[src/rtl/chan_deskew_pkg.sv]
package chan_deskew_pkg;
    typedef enum logic [1:0] {
        ST_HUNT   = 2'd0,
        ST_WINDOW = 2'd1,
        ST_BONDED = 2'd2,
        ST_FAILED = 2'd3
    } bond_state_e;
endpackage

[src/rtl/lane_delay.sv]
module lane_delay #(
    parameter int SYM_W    = 8,
    parameter int MAX_SKEW = 8,
    localparam int TW      = $clog2(MAX_SKEW + 1)
) (
    input  logic             clk,
    input  logic             rst_n,
    input  logic [SYM_W-1:0] d_sym,
    input  logic             d_mark,
    input  logic [TW-1:0]    tap,
    output logic [SYM_W-1:0] q_sym,
    output logic             q_mark
);
    // hist[k] holds the input sampled k+1 edges ago: {mark, sym}
    logic [SYM_W:0] hist [MAX_SKEW+1];
    logic [SYM_W:0] pick;

    always_ff @(posedge clk or negedge rst_n) begin
        if (!rst_n) begin
            for (int k = 0; k <= MAX_SKEW; k++) hist[k] <= '0;
        end else begin
            hist[0] <= {d_mark, d_sym};
            for (int k = 1; k <= MAX_SKEW; k++) hist[k] <= hist[k-1];
        end
    end

    always_comb begin
        pick = hist[MAX_SKEW];
        for (int k = 0; k <= MAX_SKEW; k++) begin
            if (tap == k[TW-1:0]) pick = hist[k];
        end
    end

    assign q_mark = pick[SYM_W];
    assign q_sym  = pick[SYM_W-1:0];
endmodule

[src/rtl/bond_fsm.sv]
module bond_fsm
    import chan_deskew_pkg::*;
#(
    parameter int LANES    = 4,
    parameter int MAX_SKEW = 8,
    localparam int CW      = $clog2(MAX_SKEW + 1)
) (
    input  logic                     clk,
    input  logic                     rst_n,
    input  logic [LANES-1:0]         raw_mark,
    input  logic [LANES-1:0]         al_mark,
    output logic [LANES-1:0][CW-1:0] tap_o,
    output logic                     bonded_o,
    output logic                     err_o
);
    bond_state_e             state_q, state_d;
    logic [CW-1:0]           cnt_q;
    logic [LANES-1:0]        seen_q, seen_now;
    logic [LANES-1:0][CW-1:0] arr_q, arr_now;
    logic [CW-1:0]           cnt_now;
    logic                    all_seen, partial, starting;

    always_comb begin
        starting = ((state_q == ST_HUNT) || (state_q == ST_FAILED)) && (|raw_mark);
        seen_now = (state_q == ST_WINDOW) ? (seen_q | raw_mark) : raw_mark;
        all_seen = &seen_now;
        partial  = (|al_mark) && !(&al_mark);
        cnt_now  = (state_q == ST_WINDOW) ? cnt_q : '0;
        for (int i = 0; i < LANES; i++) begin
            if (state_q == ST_WINDOW)
                arr_now[i] = (raw_mark[i] && !seen_q[i]) ? cnt_q : arr_q[i];
            else
                arr_now[i] = '0;
        end
    end

    always_comb begin
        state_d = state_q;
        unique case (state_q)
            ST_HUNT, ST_FAILED: begin
                if (|raw_mark) state_d = all_seen ? ST_BONDED : ST_WINDOW;
            end
            ST_WINDOW: begin
                if (all_seen)
                    state_d = ST_BONDED;
                else if (cnt_q == CW'(MAX_SKEW))
                    state_d = ST_FAILED;
            end
            ST_BONDED: begin
                if (partial) state_d = ST_HUNT;
            end
            default: state_d = ST_HUNT;
        endcase
    end

    always_ff @(posedge clk or negedge rst_n) begin
        if (!rst_n) state_q <= ST_HUNT;
        else        state_q <= state_d;
    end

    always_ff @(posedge clk or negedge rst_n) begin
        if (!rst_n) begin
            cnt_q  <= '0;
            seen_q <= '0;
            arr_q  <= '0;
            tap_o  <= '0;
        end else begin
            if (starting) begin
                cnt_q  <= CW'(1);
                seen_q <= raw_mark;
                arr_q  <= '0;
            end else if (state_q == ST_WINDOW) begin
                cnt_q  <= cnt_q + CW'(1);
                seen_q <= seen_now;
                arr_q  <= arr_now;
            end
            if ((state_d == ST_BONDED) && (state_q != ST_BONDED)) begin
                for (int i = 0; i < LANES; i++) tap_o[i] <= cnt_now - arr_now[i];
            end
        end
    end

    always_comb begin
        bonded_o = (state_q == ST_BONDED);
        err_o    = (state_q == ST_FAILED);
    end
endmodule

[src/rtl/chan_deskew.sv]
module chan_deskew #(
    parameter int LANES    = 4,
    parameter int SYM_W    = 8,
    parameter int MAX_SKEW = 8,
    localparam int CW      = $clog2(MAX_SKEW + 1)
) (
    input  logic                   clk,
    input  logic                   rst_n,
    input  logic [LANES*SYM_W-1:0] in_sym,
    input  logic [LANES-1:0]       in_mark,
    output logic [LANES*SYM_W-1:0] out_sym,
    output logic [LANES-1:0]       out_mark,
    output logic                   bonded,
    output logic                   bond_err
);
    logic [LANES-1:0][CW-1:0]  tap;
    logic [LANES-1:0]          al_mark;
    logic [LANES*SYM_W-1:0]    al_sym;
    logic                      bonded_w;

    for (genvar g = 0; g < LANES; g++) begin : g_lane
        lane_delay #(.SYM_W(SYM_W), .MAX_SKEW(MAX_SKEW)) u_dly (
            .clk    (clk),
            .rst_n  (rst_n),
            .d_sym  (in_sym[g*SYM_W +: SYM_W]),
            .d_mark (in_mark[g]),
            .tap    (tap[g]),
            .q_sym  (al_sym[g*SYM_W +: SYM_W]),
            .q_mark (al_mark[g])
        );
    end

    bond_fsm #(.LANES(LANES), .MAX_SKEW(MAX_SKEW)) u_fsm (
        .clk      (clk),
        .rst_n    (rst_n),
        .raw_mark (in_mark),
        .al_mark  (al_mark),
        .tap_o    (tap),
        .bonded_o (bonded_w),
        .err_o    (bond_err)
    );

    assign bonded   = bonded_w;
    assign out_sym  = bonded_w ? al_sym  : '0;
    assign out_mark = bonded_w ? al_mark : '0;
endmodule

[config.mk]
export PLATFORM = sky130hd
export DESIGN_NAME = chan_deskew
export DESIGN_NICKNAME = d
export VERILOG_FILES = /design/src/rtl/chan_deskew_pkg.sv /design/src/rtl/lane_delay.sv /design/src/rtl/bond_fsm.sv /design/src/rtl/chan_deskew.sv
export SDC_FILE = /design/constraint.sdc
export NUM_CORES = 1
export LEC_CHECK = 0
export ABC_AREA = 1
export BUFFER_PORTS_ARGS = -buffer_cell sky130_fd_sc_hd__buf_2
export CORE_UTILIZATION = 60
export CTS_CLUSTER_SIZE = 24
export DETAILED_ROUTE_END_ITERATION = 10
export PLACE_DENSITY_LB_ADDON = 0.2
export SYNTH_ARGS = -nofsm -noshare
export SYNTH_HDL_FRONTEND = slang
export SYNTH_SLANG_ARGS = --single-unit
[constraint.sdc]
create_clock -name clk -period 3.4 [get_ports clk]
set_input_delay 0.51 -clock clk [delete_from_list [all_inputs] [get_ports clk]]
set_output_delay 0.51 -clock clk [all_outputs]
set_load 0.02 [all_outputs]
Word-level counts from Yosys, hierarchy flattened
Cells that the tools add are included.
{ "classes": {"n_addsub": 5, "n_eq_ne": 38, "n_mux": 60, "n_bitwise": 1, "n_reduce_logical": 24} }
{ "op_table": {"columns": ["operator", "n"], "rows": [
  ["9-bit 2-to-1 mux", 36],
  ["4-bit by 3-bit == test with 1-bit output, second input constant", 16],
  ["4-bit 2-to-1 mux", 15],
  ["4-bit by 2-bit == test with 1-bit output, second input constant", 8],
  ["16-bit 2-to-1 mux", 2],
  ["32-bit 2-to-1 mux", 1],
  ["4-bit == test, second input constant", 5],
  ["4-bit by 1-bit == test with 1-bit output, second input constant", 4],
  ["4-bit zero test", 4],
  ["4-bit subtractor", 4],
  ["2-bit 2-to-1 mux", 5],
  ["4-bit AND reduction", 2],
  ["4-bit OR reduction", 2],
  ["1-bit logical AND", 7],
  ["2-bit == test, second input constant", 3],
  ["2-bit case mux with 3 select lines", 1],
  ["1-bit zero test", 5],
  ["4-bit by 1-bit adder with 4-bit output, second input constant", 1],
  ["4-bit bitwise OR", 1],
  ["2-bit by 1-bit == test with 1-bit output, second input constant", 1],
  ["2-bit zero test", 1],
  ["2-bit inequality test, second input constant", 1],
  ["2-bit nonzero test", 1],
  ["2-bit OR reduction", 1],
  ["1-bit logical OR", 1]
]} }
{ "word_totals": {"reg_bits": 366, "in_bits": 38, "out_inout_bits": 38, "elab_cells": 175} }

Logic depth before layout (Yosys ltp)
Gate-level depths: netlist (run 1).
{ "logic_depth": {"word_depth": 17, "depth_mapped": 23, "depth_no_buf": 22} }

Hierarchy
Synthesis (run 1) repeated with hierarchy kept, for this count alone.
{ "hier_totals": {"cells_unflattened": 1615, "area_unflattened_um2": 15140.8} }
{ "modules_own_cells": {"columns": ["module", "instances", "cells_each", "area_per_inst_um2", "seq_area_each_um2"], "rows": [
  ["lane_delay", 4, 305, 3065.4, 2026.9],
  ["bond_fsm", 1, 319, 2567.5, 1051.0],
  ["chan_deskew", 1, 76, 311.5, 0.0]
]} }

Least setup slack after synthesis (run 1)
No wires, ideal clock.
{ "synth_path": {"kind": "register to output", "startpoint": "register u_fsm.tap_o[12] (netlist bit)", "endpoint": "output port out_sym[25]", "arrival_time_ns": 2.139, "required_ns": 2.890, "setup_slack_ns": 0.751, "path_stages_with_launch": 13, "path_buffers": 1, "path_cell_list": "dfrtp_1 > inv_1 > nor2_1 > nand2_1 > clkbuf_1 > o21ai_0 > nand2_1 > o21ai_0 > o211ai_1 > o21ai_0 > o211ai_1 > o21ai_0 > a211oi_1"} }
{ "synth_via": {"elab_chain_cells": 11, "word_cells_on_any_way": 19, "cone_classes": "eq/ne (8); mux (10); reduce/logical (1)"} }
{ "synth_lines": {"columns": ["element", "line_no", "rtl"], "rows": [
  ["from (decl)", "bond_fsm.sv:12", "output logic [LANES-1:0][CW-1:0] tap_o,"],
  ["from (signal assigned)", "bond_fsm.sv:66", "tap_o <= '0;"],
  ["4-bit zero test", "lane_delay.sv:30", "if (tap == k[TW-1:0]) pick = hist[k];"],
  ["9-bit 2-to-1 mux (8 in series)", "lane_delay.sv:30", null],
  ["9-bit 2-to-1 mux (*)", "lane_delay.sv:30", null],
  ["32-bit 2-to-1 mux (*)", "chan_deskew.sv:44", "assign out_sym = bonded_w ? al_sym : '0;"],
  ["to (decl)", "chan_deskew.sv:11", "output logic [LANES*SYM_W-1:0] out_sym,"]
]} }
Every way passes the cells marked *; elsewhere a longest branch is shown, timed or not.

Worst setup path after layout (run 1)
{ "layout_path": {"startpoint": "register u_fsm.tap_o[7] (netlist bit)", "endpoint": "output port out_sym[8]"} }
Same word-level chain as after synthesis.

==> results of run 1 <==
[power breakdown]
part,internal [mW],switching [mW],total [mW]
Combinational,2.08,3.42,5.50
Sequential,4.78,0.311,5.09
Clock,2.58,1.63,4.20
[worst max path at each step]
stage                        to
finish               out_sym[8]
global route        out_sym[30]
CTS                  out_sym[6]
detailed placement   out_sym[1]
global placement     out_sym[1]
floorplan           out_sym[25]
[worst max-delay path: stages, from the launching register on]
cell,delay [ps]
dfrtp_1,440
nor2_4,60
buf_6,150
nand2_2,160
clkinvlp_4,190
buf_4,180
nor2_1,150
a211oi_1,70
o21ai_0,190
o21ai_0,110
o211ai_1,160
o21ai_0,110
nor2_1,100
buf_2,160
[logic make-up after synthesis]
logic type / Yosys count / share of synthesized area
AO/OA/AOI/OAI: 322 / 0.129
XOR/XNOR: 13 / 0.00820
adder cells (fa/ha/maj): 21 / 0.0211
buffers and inverters: 137 / 0.0400
flip-flops: 366 / 0.660
multiplexers: 4 / 0.00288
AND/OR/NAND/NOR: 442 / 0.139
[per-stage QoR]
stage / cell area, um^2 / instances / setup WS [ps] / total power, mW
after floorplan: 13900 / 1305 / 751 / 8.71
after global placement: 14600 / 1646 / 424 / 9.80
after detailed placement: 14600 / 1646 / 387 / 9.98
after CTS: 16000 / 1715 / 6.61 / 14.3
after global routing: 16400 / 1746 / -73.6 / 15.8
final: 16400 / 1746 / 128 / 14.8
[cells in the mapped netlist, types with 7 or more instances]
library cell / count / area, um^2
ha_1: 17 / 213
nor3_1: 8 / 40.0
buf_4: 8 / 60.1
dfrtp_1: 366 / 9160
a211oi_1: 23 / 173
nor2_1: 101 / 379
inv_2: 7 / 26.3
a21oi_1: 66 / 330
o21ai_0: 182 / 911
clkbuf_1: 27 / 101
o211ai_1: 36 / 270
nand2_1: 197 / 739
inv_1: 84 / 315
o22ai_1: 12 / 75.1
nand3_1: 101 / 505
xnor2_1: 8 / 70.1
nand2_2: 7 / 43.8
[layout make-up]
class / count / area [um^2]
Clock buffer: 50 / 1100
Clock inverter: 15 / 196
Fill cell: 1550 / 6240
Inverter: 97 / 378
Multi-Input combinational cell: 802 / 4320
Sequential cell: 366 / 9170
Tap cell: 285 / 357
Timing Repair Buffer: 130 / 885
Timing Repair inverter: 1 / 7.51
[placed cells by master (no fill, tap or decap), types with 4 or more instances in the layout]
| cell type | instances |
|---|---|
| clkinv_1 | 6 |
| nand3_2 | 4 |
| a211oi_1 | 21 |
| xor2_1 | 5 |
| clkinv_2 | 5 |
| o22ai_1 | 12 |
| o21ai_1 | 30 |
| dfrtp_2 | 6 |
| a21oi_1 | 66 |
| ha_1 | 17 |
| clkinvlp_4 | 5 |
| nor2_1 | 96 |
| xnor2_1 | 8 |
| inv_1 | 79 |
| nor2_4 | 10 |
| nand3_1 | 99 |
| buf_12 | 4 |
| inv_2 | 8 |
| nand3b_1 | 4 |
| buf_4 | 44 |
| clkbuf_16 | 39 |
| dfrtp_1 | 360 |
| nand2_2 | 10 |
| mux2i_1 | 4 |
| nor3_1 | 8 |
| buf_6 | 7 |
| nand2_1 | 187 |
| clkbuf_8 | 8 |
| nand2_4 | 6 |
| o211ai_1 | 36 |
| fa_1 | 4 |
| bufinv_16 | 4 |
| buf_2 | 71 |
| o21ai_0 | 152 |
| nor2_2 | 4 |
[per-layer routing]
metal	GRT usage	wire, um	vias up	part of all wire
li1	-	-	4665	-
met1	0.375	13300	4744	0.46
met2	0.381	13700	221	0.47
met3	0.0375	1210	48	0.042
met4	0.0800	696	0	0.024
met5	0	0	-	0
[state kept, by name, indices dropped and copies added, names as in the netlist]
register,flops
u_fsm.tap_o,16
g_lane.u_dly.hist,324
u_fsm.state_q,2
u_fsm.cnt_q,4
u_fsm.arr_q,16
u_fsm.seen_q,4
[timing repair]
action,in CTS,in global routing
endpoints found under the hold margin,17,0
endpoints found under the setup margin,15,33
hold buffers,1,0
pin swaps,1,24
gates resized for setup,11,82
gates cloned,0,3
buffers inserted,3,28
==> impl_summary.md, run 1 <==
Place
The count of buffers from port buffering is 75. The congestion estimate from routability-driven global placement came to 0.835. The placed wire-length estimate after detailed placement is 19.0 mm.

Critical path
In this run the critical register-to-register path is captured at u_fsm.tap_o[1]$_DFFE_PN0P_. STA classifies the critical path endpoint as an output pin. The class of the most critical setup path is register to output pin. Tracing the worst setup path back leads to its startpoint at u_fsm.tap_o[7]$_DFFE_PN0P_. The maximum fanout encountered on the critical timing path is 13.

The startpoint identified for the worst register-to-register timing path is u_fsm.tap_o[14]$_DFFE_PN0P_. The slack of the worst reg-to-reg path is 460 ps. The launching element type of the critical path is a register.

Data arrives at the worst endpoint at 2760 ps. STA puts the critical path data required time at 2890 ps. The length in cells of the worst reg-to-reg path is 20.

Yosys
The post-synthesis async set-or-reset flop share is 1.00. The number of enable-type register cells in the synthesized netlist is 0. The number of standard cells after synthesis is 1305. After synthesis the cells add up to 13900 um^2. The mean area per synthesized cell is 10.6 um^2.

The number of nets in the synthesized netlist is 1364. Of the synthesized area, sequential elements account for 0.660. The Yosys step of the flow raised 0 warnings.

The register bit count reported by yosys is 366. The dominant register cell in the synthesized netlist is dfrtp_1. Counting distinct cell types in the post-synthesis netlist gives 38.

Finish
Of the cells placed in the final design, the portion with a size suffix greater than 1 is 0.174. At the end of the flow the core is filled with cells to 0.725. The growth of design area from synthesis to finish is 18.2%. The net count of the finished layout is 1494. The repair_antennas step left the layout with diodes totalling 0.

Timing
The highest clock frequency the design can meet is 306 MHz. The total of endpoints with negative setup slack in the final report is 0. The measured slew at the worst slew-check pin is 607 ps.

The clock period minus worst slack is 3270 ps. Summed over all failing endpoints, the final setup total negative slack is 0 ps. The count of pins over their slew limit is 0. Headroom to the max-slew limit came out at 0.595. The final clock period utilization by the worst path is 0.962. Between clock sinks in the finished design, the worst skew comes to 9.17 ps. The final hold violation count is 0. The worst hold slack is 97.0 ps.

Drt
The number of DRC markers in iteration 0 is 655. Dividing the detail-routed wire length by the instance count gives 16.6 um. The first-pass detailed-route iteration total is 5. The average vias per placed instance is 5.54.

Summed over all layers, the routed wires come to 29.0 mm. The total DRC errors in the routed layout is 0. The detail route stage leaves a number of antenna-violating nets equal to 0.

The detailed-route via count is 9678.

Clocking
The tree is rooted in a clkbuf_16. The clock latency of the later-clocked register in the worst-skew pair is 510 ps. The clock net in this run drives a total of 366 sinks. The number of CTS-inserted buffers is 37. TritonCTS built the clock tree. The clock passes through at most 3 buffers.

The clock tree synthesis step divided the H-tree into 2 levels. Clock-pin slew was measured on the worst setup and hold paths at 60 ps.

Die
The floorplan core area is 22600 um^2. Row generation in the floorplan step produced 55 rows. The floorplan die area is 23700 um^2.

The initial utilization of the core area, before any placement, comes to 0.613. 76 I/O pins were placed. In this run the horizontal extent of the chip is 154 um.

The die extent in y is 154 um.

Min path
The worst hold path depth is 1. The launch instance of the worst min-delay path is in_sym[21]. The end point of the worst hold path is g_lane[2].u_dly.hist[77]$_DFF_PN0_. The tightest min-delay check is of the input port to register type.

GRT
The wire length of the first global-routing pass is 46.9 mm. The initial antenna violation count was 0. The largest net degree at the start of global routing is 101. The aggregate global-route resource usage is 0.250. The number of global-route vias before repair is 9359. The total overflow left after global routing is 0.

Power
For this design the static power due to leakage is 7.63 nW. The ratio of total power to cell area is 902 nW/um^2. The largest vdd supply drop is 0.000520 V.

Outcome
The flow ran to the end, and the final reports show no timing, DRC or antenna violations.

Flow run
The max-capacitance violation count is 0.
Power figures use the tool's default switching activity.
==> inputs of run 2 (changes only) <==
CORE_UTILIZATION = 54   (was 60)
clock period = 2.7 ns   (was 3.4 ns; I/O delays follow)
==> impl_summary.md, run 2 (synthesis results as in run 1) <==
Outcome
The run finished, with violations left. The final reports fail on negative setup slack.

Timing
Between clock sinks in the finished design, the worst skew comes to 10.1 ps. Setup repair after global routing could not meet its margin everywhere. Dividing the final minimum period by the clock period gives 1.14.

The total of endpoints with negative setup slack in the final report is 52. Timing would allow up to 326 MHz. The worst slew margin relative to its limit is 0.588. At the pin with the least slew margin, the transition time is 612 ps. The final hold violation count is 0.

Across all setup checks in the final design, the least slack found is -372 ps. The count of pins over their slew limit was 0. The routed design could run at a clock period as short as 3070 ps. The total negative setup slack is -9000 ps.

Place
The number of placed instances with taps included is 1733. The HPWL after detailed placement is 19.3 mm. The count of buffers from port buffering is 75. The area of placed instances is 15000 um^2. The congestion estimate from routability-driven global placement came to 0.854.

Critical path
The arrival time at the worst endpoint is 2670 ps. Along the worst path, the maximum fanout reaches 7. The launching element type of the critical path is a register. The class of the most critical setup path is register to output pin. At the worst endpoint, the required time is 2300 ps. The element type at the critical path end is an output pin.

Min path
In this run the worst hold path is classified as input port to register.

GRT
Entering global routing, the biggest net connects 73 pins. The aggregate global-route resource usage is 0.238. The leftover overflow at the end of global routing is 0. The initial antenna violation count came to 1. The number of global-route vias before repair is 9926. The first global-routing pass estimated 49.6 mm of wire.

Finish
The final non-filler cell total is 1889. Leaving out fill and tap cells, the most frequent cell in the layout is dfrtp_1. Once layout is complete, the utilization of the core stands at 0.718.

The finished cells cover 18100 um^2. The number of antenna diodes is 0. The library cells used most frequently in the layout, excluding fill and tap cells, are 359 x dfrtp_1, 167 x nand2_1, 128 x o21ai_1. Relative to the synthesized area, the layout overhead comes to 30.3%. In the final design database the tool counted 1589 nets. In the final layout, the registers with the most flip-flops are g_lane.u_dly.hist (324), u_fsm.arr_q (16), u_fsm.tap_o (16).

The fraction of final layout cells with drive strength greater than 1 is 0.284. The register with the highest flop count is g_lane.u_dly.hist. The register with the most flip-flops in the layout has 324 of them.

Die
In this run the vertical extent of the chip is 162 um. The initial core utilization is 0.551. The top-level I/O count is 76. The core region is 25200 um^2. From left edge to right edge, the die measures 162 um.

The floorplan die area is 26400 um^2. The floorplan has 58 rows.

Drt
After detailed routing, the number of vias per cell comes to 5.38. Dividing the detail-routed wire length by the instance count gives 16.8 um. The total DRC errors in the routed layout is 0. The first-pass detailed-route iteration total is 5.

The number of nets with antenna violations after routing is 0. The total wire length is 31.8 mm. The detailed-route via count is 10200. The first routing iteration left 793 violations.

Clocking
The TritonCTS clock tree is yes. The buffer levels on the longest clock path is 3. The buffer type at the clock tree root is clkbuf_16. The H-tree was split into 2 levels. CTS saw 366 sinks.

Clock-pin slew was measured on the worst setup and hold paths at 60 ps. Buffers inserted during clock tree synthesis total 38. The clock reaches the later pin of the worst-skew pair after 510 ps.

Flow run
The max-capacitance violation count is 0.

Power
The total power of the final layout is 21.1 mW. The ratio of total power to cell area is 1160 nW/um^2. In this run the static leakage power is 8.31 nW.

VDD sags by at most 0.000732 V.
## run 2: layer usage
metal / up-vias / GRT usage / routed length, um
met5: - / 0 / 0
met4: 0 / 0.0536 / 486
met3: 48 / 0.0385 / 1570
met2: 262 / 0.381 / 15400
met1: 4991 / 0.344 / 14300
li1: 4863 / - / -
## run 2: area by class of cell
type | instances | area [um^2]
Fill cell | 1701 | 7090
Clock inverter | 12 | 169
Timing Repair Buffer | 223 | 1900
Inverter | 97 | 388
Clock buffer | 57 | 1180
Sequential cell | 366 | 9170
Tap cell | 330 | 413
Multi-Input combinational cell | 804 | 4880
## run 2: path summary, 6_finish.rpt
check                                                     end  depth (start not counted)                                from  slack (ps)
max                                                out_sym[3]                         14          u_fsm.tap_o[2]$_DFFE_PN0P_        -370
min                        g_lane[3].u_dly.hist[74]$_DFF_PN0_                          1                          in_sym[26]          20
max reg2reg                       u_fsm.tap_o[15]$_DFFE_PN0P_                         25         u_fsm.tap_o[10]$_DFFE_PN0P_         -40
min reg2reg                g_lane[2].u_dly.hist[13]$_DFF_PN0_                          0  g_lane[2].u_dly.hist[22]$_DFF_PN0_         360
max in group asynchronous   g_lane[0].u_dly.hist[2]$_DFF_PN0_                          3                               rst_n        1460
min in group asynchronous   g_lane[3].u_dly.hist[5]$_DFF_PN0_                          2                               rst_n         450
## run 2: timing repair
item                                    in CTS  in global routing
resized for setup                          247                157
hold buffers                                22                  2
endpoints found under the setup margin      35                 53
hold endpoints to repair                    86                  2
pin swaps                                   74                130
buffers inserted                            41                 14
cloned                                       6                  3
## run 2: worst max-delay path, cell delays in order, from the launching register on
cell	delay, ps
dfrtp_1	420
nor2_4	240
buf_6	170
buf_6	100
nand3_2	60
nand3_2	70
o21ai_2	50
nor2_1	120
a211oi_2	60
o21ai_1	160
o21ai_1	100
o211ai_1	240
o21ai_1	110
nor2_1	100
buf_4	150
## run 2: stage by stage
| step | setup WS (ps) | hold slack (ps) |
|---|---|---|
| 6_report | -372 | 19.3 |
| 3_3_place_gp | 22.5 | 350 |
| 5_1_grt | -516 | 4.50 |
| 3_5_place_dp | -72.0 | 353 |
| 2_1_floorplan | 156 | 109 |
| 4_1_cts | -355 | 2.48 |
## run 2: power by group
group	leakage, nW	internal, mW	switching (mW)
Clock	0.659	3.40	2.06
Combinational	3.34	3.88	5.29
Sequential	4.31	6.02	0.406
Total	8.31	13.3	7.76
